`config.mk`:
```
export PLATFORM = sky130hd
export DESIGN_NAME = ilv_addsub
export DESIGN_NICKNAME = d
export VERILOG_FILES = /design/src/rtl/ilv_addsub_pkg.sv /design/src/rtl/ilv_phase_fsm.sv /design/src/rtl/ilv_lane.sv /design/src/rtl/ilv_addsub.sv
export SDC_FILE = /design/constraint.sdc
export NUM_CORES = 1
export LEC_CHECK = 0
export CORE_MARGIN = 2
export CORE_UTILIZATION = 56
export CTS_CLUSTER_SIZE = 10
export DETAILED_ROUTE_END_ITERATION = 8
export PLACE_DENSITY = 0.78
export SLEW_MARGIN = 15
export SYNTH_ARGS = -nofsm -noshare
export SYNTH_HDL_FRONTEND = slang
export SYNTH_SLANG_ARGS = --single-unit
```
`constraint.sdc`:
```
create_clock -name clk -period 2.62 [get_ports clk]
set_input_delay 0.524 -clock clk [delete_from_list [all_inputs] [get_ports clk]]
set_output_delay 0.524 -clock clk [all_outputs]
set_load 0.005 [all_outputs]
```
`src/rtl/ilv_addsub_pkg.sv`:
```
package ilv_addsub_pkg;
    // Which lane captures operands in the current cycle.
    typedef enum logic {
        PH_EVEN = 1'b0,   // lane A captures, lane B retires
        PH_ODD  = 1'b1    // lane B captures, lane A retires
    } phase_t;

    localparam int unsigned NUM_LANES = 2;
endpackage

```
`src/rtl/ilv_phase_fsm.sv`:
```
module ilv_phase_fsm
    import ilv_addsub_pkg::*;
(
    input  logic   clk,
    input  logic   rst,
    output phase_t phase
);
    phase_t state_q, state_d;

    always_comb begin
        state_d = state_q;
        unique case (state_q)
            PH_EVEN: state_d = PH_ODD;
            PH_ODD:  state_d = PH_EVEN;
        endcase
    end

    always_ff @(posedge clk) begin
        if (rst) state_q <= PH_EVEN;
        else     state_q <= state_d;
    end

    assign phase = state_q;
endmodule

```
`src/rtl/ilv_lane.sv`:
```
module ilv_lane #(
    parameter int unsigned WIDTH = 8
) (
    input  logic             clk,
    input  logic             rst,
    input  logic             turn,      // this lane's phase
    input  logic [WIDTH-1:0] op_a,
    input  logic [WIDTH-1:0] op_b,
    input  logic             do_sub,
    input  logic             in_valid,
    output logic [WIDTH:0]   lane_res,
    output logic             lane_vld
);
    localparam int unsigned RW = WIDTH + 1;

    logic [WIDTH-1:0] a_q, b_q;
    logic             sub_q, vld_q;
    logic [WIDTH-1:0] b_eff;
    logic [RW-1:0]    sum;

    // Operand stage: loads on this lane's phase, then holds for two cycles.
    always_ff @(posedge clk) begin
        if (rst) begin
            a_q   <= '0;
            b_q   <= '0;
            sub_q <= 1'b0;
            vld_q <= 1'b0;
        end else if (turn) begin
            a_q   <= op_a;
            b_q   <= op_b;
            sub_q <= do_sub;
            vld_q <= in_valid;
        end
    end

    // One carry chain: complement b and force carry-in for subtraction.
    always_comb begin
        b_eff = sub_q ? ~b_q : b_q;
        sum   = {1'b0, a_q} + {1'b0, b_eff} + {{WIDTH{1'b0}}, sub_q};
    end

    // Result stage: same phase, so the chain has two clock periods.
    always_ff @(posedge clk) begin
        if (rst) begin
            lane_res <= '0;
            lane_vld <= 1'b0;
        end else if (turn) begin
            lane_res <= sum;
            lane_vld <= vld_q;
        end
    end
endmodule

```
`src/rtl/ilv_addsub.sv`:
```
module ilv_addsub
    import ilv_addsub_pkg::*;
#(
    parameter int unsigned WIDTH = 8
) (
    input  logic             clk,
    input  logic             rst,
    input  logic [WIDTH-1:0] op_a,
    input  logic [WIDTH-1:0] op_b,
    input  logic             do_sub,
    input  logic             in_valid,
    output logic [WIDTH:0]   result,
    output logic             out_valid
);
    localparam int unsigned RW = WIDTH + 1;

    phase_t          phase_q;
    logic [RW-1:0]   lane_res [NUM_LANES];
    logic            lane_vld [NUM_LANES];
    logic            turn     [NUM_LANES];

    ilv_phase_fsm u_phase (
        .clk   (clk),
        .rst   (rst),
        .phase (phase_q)
    );

    for (genvar i = 0; i < NUM_LANES; i++) begin : g_lane
        assign turn[i] = (i == 0) ? (phase_q == PH_EVEN) : (phase_q == PH_ODD);

        ilv_lane #(.WIDTH(WIDTH)) u_lane (
            .clk      (clk),
            .rst      (rst),
            .turn     (turn[i]),
            .op_a     (op_a),
            .op_b     (op_b),
            .do_sub   (do_sub),
            .in_valid (in_valid),
            .lane_res (lane_res[i]),
            .lane_vld (lane_vld[i])
        );
    end

    // Merge: take the lane whose result register loaded on the last edge.
    always_ff @(posedge clk) begin
        if (rst) begin
            result    <= '0;
            out_valid <= 1'b0;
        end else begin
            unique case (phase_q)
                PH_EVEN: begin
                    result    <= lane_res[1];
                    out_valid <= lane_vld[1];
                end
                PH_ODD: begin
                    result    <= lane_res[0];
                    out_valid <= lane_vld[0];
                end
            endcase
        end
    end
endmodule

```
==> metrics.txt, run 1 <==
CP peak stage delay 410 ps; Slowest-stage cell, CP dfxtp_1; Cell Rows 27; total CTS buffers 9; CTS sink cnt 67; first-pass GRT wire length 9.47 mm; Worst Tran Pin Value 752 ps; die width 78.3 um; GRT overflow 0; Startpoint Class flop; H-tree Lvls 3; Starting Density 0.572; outcome finished clean; share of cells above drive strength 1 0.0726; top cell type's share of synthesized area 0.434; detailed router's first-iteration violation count 156; Multi-input gate area 0.00164 mm^2; most numerous cell in the Yosys netlist dfxtp_1; Final min period 2080 ps; hold buffer count at CTS 0; via count 2234; Avg Vias per Cell 5.20; Reg clk slew, reported paths 70 ps; gp weighted congestion 0.862; CP Capture Type flop; Hold Crit Class in -> reg; total track usage 0.200; vias in the first global route 1998; Final TNS setup 0 ps; router iterations before antenna repair 4; Post-Syn Nets 361; Pwr per Cell Area 656 mW/mm^2; IO Count 30; post-synth top area cell dfxtp_1; Seq/Total Area, Yosys 0.434; Crit Path Class reg -> reg; Area Growth Syn to Fin 16.9%; Yosys cell types 44; CTS resizes 0; Post-synth EDFFs 0; Post-DP HPWL 3.97 mm; leakage 1.52 nW; placed inst area 0.00343 mm^2; Max Cap Viol 0; core area 0.00541 mm^2; Final Instance Area 0.00361 mm^2; Yosys warnings 0; CTS root buf clkbuf_8; wire length per cell 13.0 um; # diodes 0; top post-synthesis cells by count dfxtp_1 (67), nor2_1 (54), mux2i_1 (42); post-CTS setup repair buffer count 0; Synth Register Bits 67; Most common cell on crit path xor2_1; critical path, cell by cell xor2_1 > ha_1 > and2_4 > a311o_1 > a221oi_2 > xor2_1 > o21ai_1; worst-skew pair later-pin latency 340 ps; Hold Vio Cnt, Final 0; CTS tree yes; post-synthesis cell area 0.00309 mm^2; unrepaired setup endpoints after global routing false; FMAX 0.480 GHz; # fillers 450; Synth Flop Type dfxtp_1; Worst slew margin 0.499; cell count after synthesis 325; max-slew violation count 0; DRC viols 0; # nets final 389; die span in y 78.3 um; syn avg cell area 9.51 um^2; Synth async-reset ratio 0; drt total wl 5.61 mm; FF+latch area 0.00134 mm^2; peak fanout along the critical path 5; Final setup viols 0; die area 0.00613 mm^2; antenna violations before repair 0; port buffer count 29; Tcrit/Tclk final 0.796; clk buf depth 2; ANT nets after route 0; arrival time at the worst endpoint 2320 ps; maximum VDD drop 0.498 mV; synth top area cells dfxtp_1 (43%), mux2i_1 (14%), nor2_1 (6.6%); largest net degree at the start of global routing 43; CP Data Required Time 2850 ps; clk_skew 4.74 ps
## cell usage in the layout (no fill, tap or decap), types with 6 or more instances in the layout
master | synthesis | routed
a21oi_1 | 22 | 22
buf_4 | 0 | 6
clkbuf_8 | 0 | 10
clkdlybuf4s50_1 | 0 | 28
dfxtp_1 | 67 | 66
ha_1 | 14 | 14
inv_1 | 7 | 7
mux2i_1 | 42 | 42
nand2_1 | 12 | 12
nand2b_1 | 9 | 9
nor2_1 | 54 | 54
o21a_1 | 6 | 6
xor2_1 | 16 | 16
## path summary, 6_finish.rpt
path | depth (start not counted) | slack [ps] | startpoint | to
worst max-delay path | 7 | 540 | g_lane[1].u_lane.sub_q$_SDFFE_PP0P_ | g_lane[1].u_lane.lane_res[7]$_SDFFE_PP0P_
worst max register to register | 7 | 540 | g_lane[1].u_lane.sub_q$_SDFFE_PP0P_ | g_lane[1].u_lane.lane_res[7]$_SDFFE_PP0P_
worst min register to register | 2 | 470 | g_lane[1].u_lane.lane_res[7]$_SDFFE_PP0P_ | g_lane[1].u_lane.lane_res[7]$_SDFFE_PP0P_
worst min-delay path | 2 | 440 | rst | g_lane[0].u_lane.lane_vld$_SDFFE_PP0N_
## per-layer routing
layer | vias to the layer above | share of wire | global-route usage
met4 | 0 | 0.023 | 0.109
met1 | 1008 | 0.50 | 0.282
met3 | 12 | 0.031 | 0.0391
met2 | 37 | 0.44 | 0.289
li1 | 1177 | - | -
met5 | - | 0 | 0
## cells by family after synthesis
| logic type | Yosys count | synth area share |
|---|---|---|
| adders and majority gates | 16 | 0.0696 |
| xor gates and xnor gates | 21 | 0.0595 |
| and+or+nand+nor | 100 | 0.151 |
| AOI/OAI and AO/OA | 54 | 0.113 |
| buffers and inverters | 25 | 0.0368 |
| muxes | 42 | 0.136 |
| DFF | 67 | 0.434 |
## final cells by class
class / count / share of cell area
clock inverter: 2 / 0.00970
inverter: 7 / 0.00727
timing repair buffer: 35 / 0.0914
multi-input combinational: 233 / 0.453
clock buffer: 14 / 0.0422
tap: 72 / 0.0249
sequential: 67 / 0.372
## state kept, by name, indices dropped and copies added (netlist names)
name and count:
u_phase.phase 1, g_lane.u_lane.sub_q 2, result 9, out_valid 1
g_lane.u_lane.a_q 16, g_lane.u_lane.vld_q 2, g_lane.u_lane.lane_res 18, g_lane.u_lane.b_q 16
g_lane.u_lane.lane_vld 2
## critical path, delay by kind of cell (launching register included)
| kind | cells | cell delay [ps] |
|---|---|---|
| flops | 1 | 410 |
| xor+xnor | 2 | 340 |
| fa+ha+maj | 1 | 310 |
| simple gates | 1 | 200 |
| compound gates | 3 | 710 |
## metrics by stage
stage | setup slack, ps | util | power (W) | hold WS, ps | cells
finish | 535 | 0.669 | 0.00237 | 437 | 430
CTS | 534 | 0.669 | 0.00239 | 434 | 430
floorplan | 614 | - | 0.00145 | 428 | 325
global placement | 584 | 0.634 | 0.00155 | 455 | 414
detailed placement | 561 | 0.634 | 0.00156 | 457 | 414
global route | 320 | 0.669 | 0.00249 | 446 | 430
## power breakdown
| part | leakage (nW) | switching, W | internal (W) |
|---|---|---|---|
| clock network | 0.0947 | 0.000364 | 0.000466 |
| logic | 0.879 | 0.000193 | 0.000202 |
| registers | 0.551 | 0.0000535 | 0.00109 |
| total | 1.52 | 0.000610 | 0.00176 |
Note: power is estimated with default switching activity, not from simulation.
==> run 2: changes to the inputs <==
CORE_UTILIZATION = 51   (was 56)
PLACE_DENSITY = 0.75   (was 0.78)
clock period = 1.75 ns   (was 2.62 ns; I/O delays follow)
==> run 2 against run 1 <==
Net effect:
- the run now ends with negative setup slack left
- maximum frequency rose by 4.8%
- clock power rose by 46%
- wire length rose by 18%
- clock skew barely moved
- via count rose by 10%
==> metrics.txt, run 2 (synthesis results as in run 1) <==
outcome complete, but fails checks; violated checks negative setup slack; Startpoint Class flop; Buffers & Inverters on Critical Path 2 (+2); vias in the first global route 2204 (+10%); largest reg by FF count g_lane.u_lane.lane_res; CTS tree yes; H-tree Lvls 3 (unchanged); GRT overflow 0 (unchanged); detailed router's first-iteration violation count 106 (-32%); gp weighted congestion 0.816 (-5.3%); largest net degree at the start of global routing 43 (unchanged); CP Data Required Time 1980 ps (-870 ps); die width 81.9 um (+4.5%); Final setup viols 11 (+11); CP peak stage delay 380 ps (-30 ps); Worst Setup SP g_lane[1].u_lane.sub_q$_SDFFE_PP0P_; critical path, cell by cell buf_4 > xor2_2 > inv_1 > fa_2 > nor2b_1 > o21a_1 > o211a_1 > nor3_1 > nand3b_1; IO Count 30 (unchanged); R2R cell count 9 (+2); # nets final 425 (+9.3%); Final min period 1990 ps (-95.1 ps); Crit Path Class reg -> reg; CTS sink cnt 67 (unchanged); port buffer count 29 (unchanged); setup slack, reg-to-reg -240 ps (-770 ps); Largest regs g_lane.u_lane.lane_res x18, g_lane.u_lane.a_q x16, g_lane.u_lane.b_q x16; router iterations before antenna repair 4 (unchanged); Cell Rows 28 (+3.7%); die span in y 81.9 um (+4.5%); CP Capture Type flop; max-slew violation count 0 (unchanged); CTS root buf clkbuf_8; arrival time at the worst endpoint 2220 ps (-100 ps); first-pass GRT wire length 10.2 mm (+8.0%); commonest non-fill, non-tap cell in the layout dfxtp_1; R2R Path Start g_lane[1].u_lane.sub_q$_SDFFE_PP0P_; Avg Vias per Cell 5.27 (+1.4%); maximum VDD drop 0.652 mV (+31%); clk buf depth 2 (unchanged); Worst Tran Pin Value 390 ps (-361 ps); Slowest-stage cell, CP dfxtp_4; # diodes 0 (unchanged); total track usage 0.202 (+0.00245); FMAX 0.503 GHz (+4.8%); share of cells above drive strength 1 0.249 (+0.177); Final TNS setup -1400 ps (-1400 ps); Hold Crit Class in -> reg; total CTS buffers 9 (unchanged); Max Cap Viol 0 (unchanged); leakage 1.75 nW (+15%); Largest register FFs 18 (unchanged); Crit path depth 9 (+2); Post-DP HPWL 4.38 mm (+10%); wire length per cell 14.1 um (+8.0%); Core Util, Final 0.702 (+0.0339); crit-path leading delay family compound AO/OA/AOI/OAI gates; most frequent cells in the layout dfxtp_1 (60), nor2_1 (54), mux2i_1 (40); post-layout power 0.00377 W (+59%); CP Capture Point g_lane[1].u_lane.lane_res[6]$_SDFFE_PP0P_; placed cells 448 (+8.2%); core area 0.00589 mm^2 (+8.9%); Post-Place Setup Slack -279 ps (-840 ps); Final WS setup -240 ps (-775 ps); Area Growth Syn to Fin 33.7%; Hold Path Origin rst; Worst slew margin 0.739 (+0.240); drt total wl 6.59 mm (+18%); hold buffer count at CTS 0 (unchanged); RR Endpoint g_lane[1].u_lane.lane_res[6]$_SDFFE_PP0P_; Reg clk slew, reported paths 70 ps (about the same); clk_skew 4.87 ps (+0.130 ps); via count 2465 (+10%); worst-skew pair later-pin latency 340 ps (about the same); Tcrit/Tclk final 1.14 (+0.341); Post-Layout Cell Count 468 (+8.8%); peak fanout along the critical path 4 (-1); Pwr per Cell Area 912 mW/mm^2 (+39%); DRC viols 0 (unchanged); Starting Density 0.525 (-0.0467); ANT nets after route 0 (unchanged); Hold Vio Cnt, Final 0 (unchanged); antenna violations before repair 0 (unchanged); unrepaired setup endpoints after global routing true; die area 0.00670 mm^2 (+9.3%)
[run 2: power breakdown]
| part | leakage, nW | switching (W) | total [W] | internal (W) |
|---|---|---|---|---|
| Clock | 0.0902 | 0.000564 | 0.00121 | 0.000647 |
| Combinational | 1.11 | 0.000389 | 0.000851 | 0.000462 |
| Sequential | 0.553 | 0.0000723 | 0.00171 | 0.00164 |
| Total | 1.75 | 0.00103 | 0.00377 | 0.00275 |
[run 2: worst min path at each step]
stage,to,slack [ps],depth (start not counted)
2_1_floorplan,g_lane[1].u_lane.lane_res[7]$_SDFFE_PP0P_,430,2
3_3_place_gp,result[6]$_SDFF_PP0_,460,2
3_5_place_dp,result[5]$_SDFF_PP0_,460,2
4_1_cts,u_phase.phase$_SDFF_PP0_,320,2
5_1_grt,u_phase.phase$_SDFF_PP0_,350,2
6_report,u_phase.phase$_SDFF_PP0_,360,2
[run 2: routing by layer]
layer | global-route usage | vias to the layer above | routed length, um
met2 | 0.307 | 47 | 3110
met3 | 0.0637 | 8 | 237
met4 | 0.0750 | 0 | 94
met1 | 0.270 | 1161 | 3150
li1 | - | 1249 | -
met5 | 0 | - | 0
[run 2: final cells by class]
cell class / count / area [um^2]
well taps: 75 / 93.8
multi-input cells: 233 / 1840
clock buffers: 12 / 135
clock inverters: 3 / 40.0
inverters: 7 / 26.3
fillers: 451 / 1750
flip-flops and latches: 67 / 1360
repair buffers: 71 / 647
[run 2: repair_timing]
action	in CTS	in global routing
pin swaps	14	17
setup endpoints to repair	13	12
gates resized for setup	27	26
buffers inserted	2	4
[run 2: metrics by stage]
step | hold slack (ps) | instance area (um^2)
finish | 361 | 4130
global route | 353 | 4130
CTS | 317 | 3970
detailed placement | 460 | 3690
global placement | 456 | 3690
floorplan | 430 | 3100
==> run 3: changes to the inputs <==
ABC_CLOCK_PERIOD_IN_PS = 1750   (was default)
==> results of run 3 <==
Final layout, timing and power as in run 2 (identical DEF).
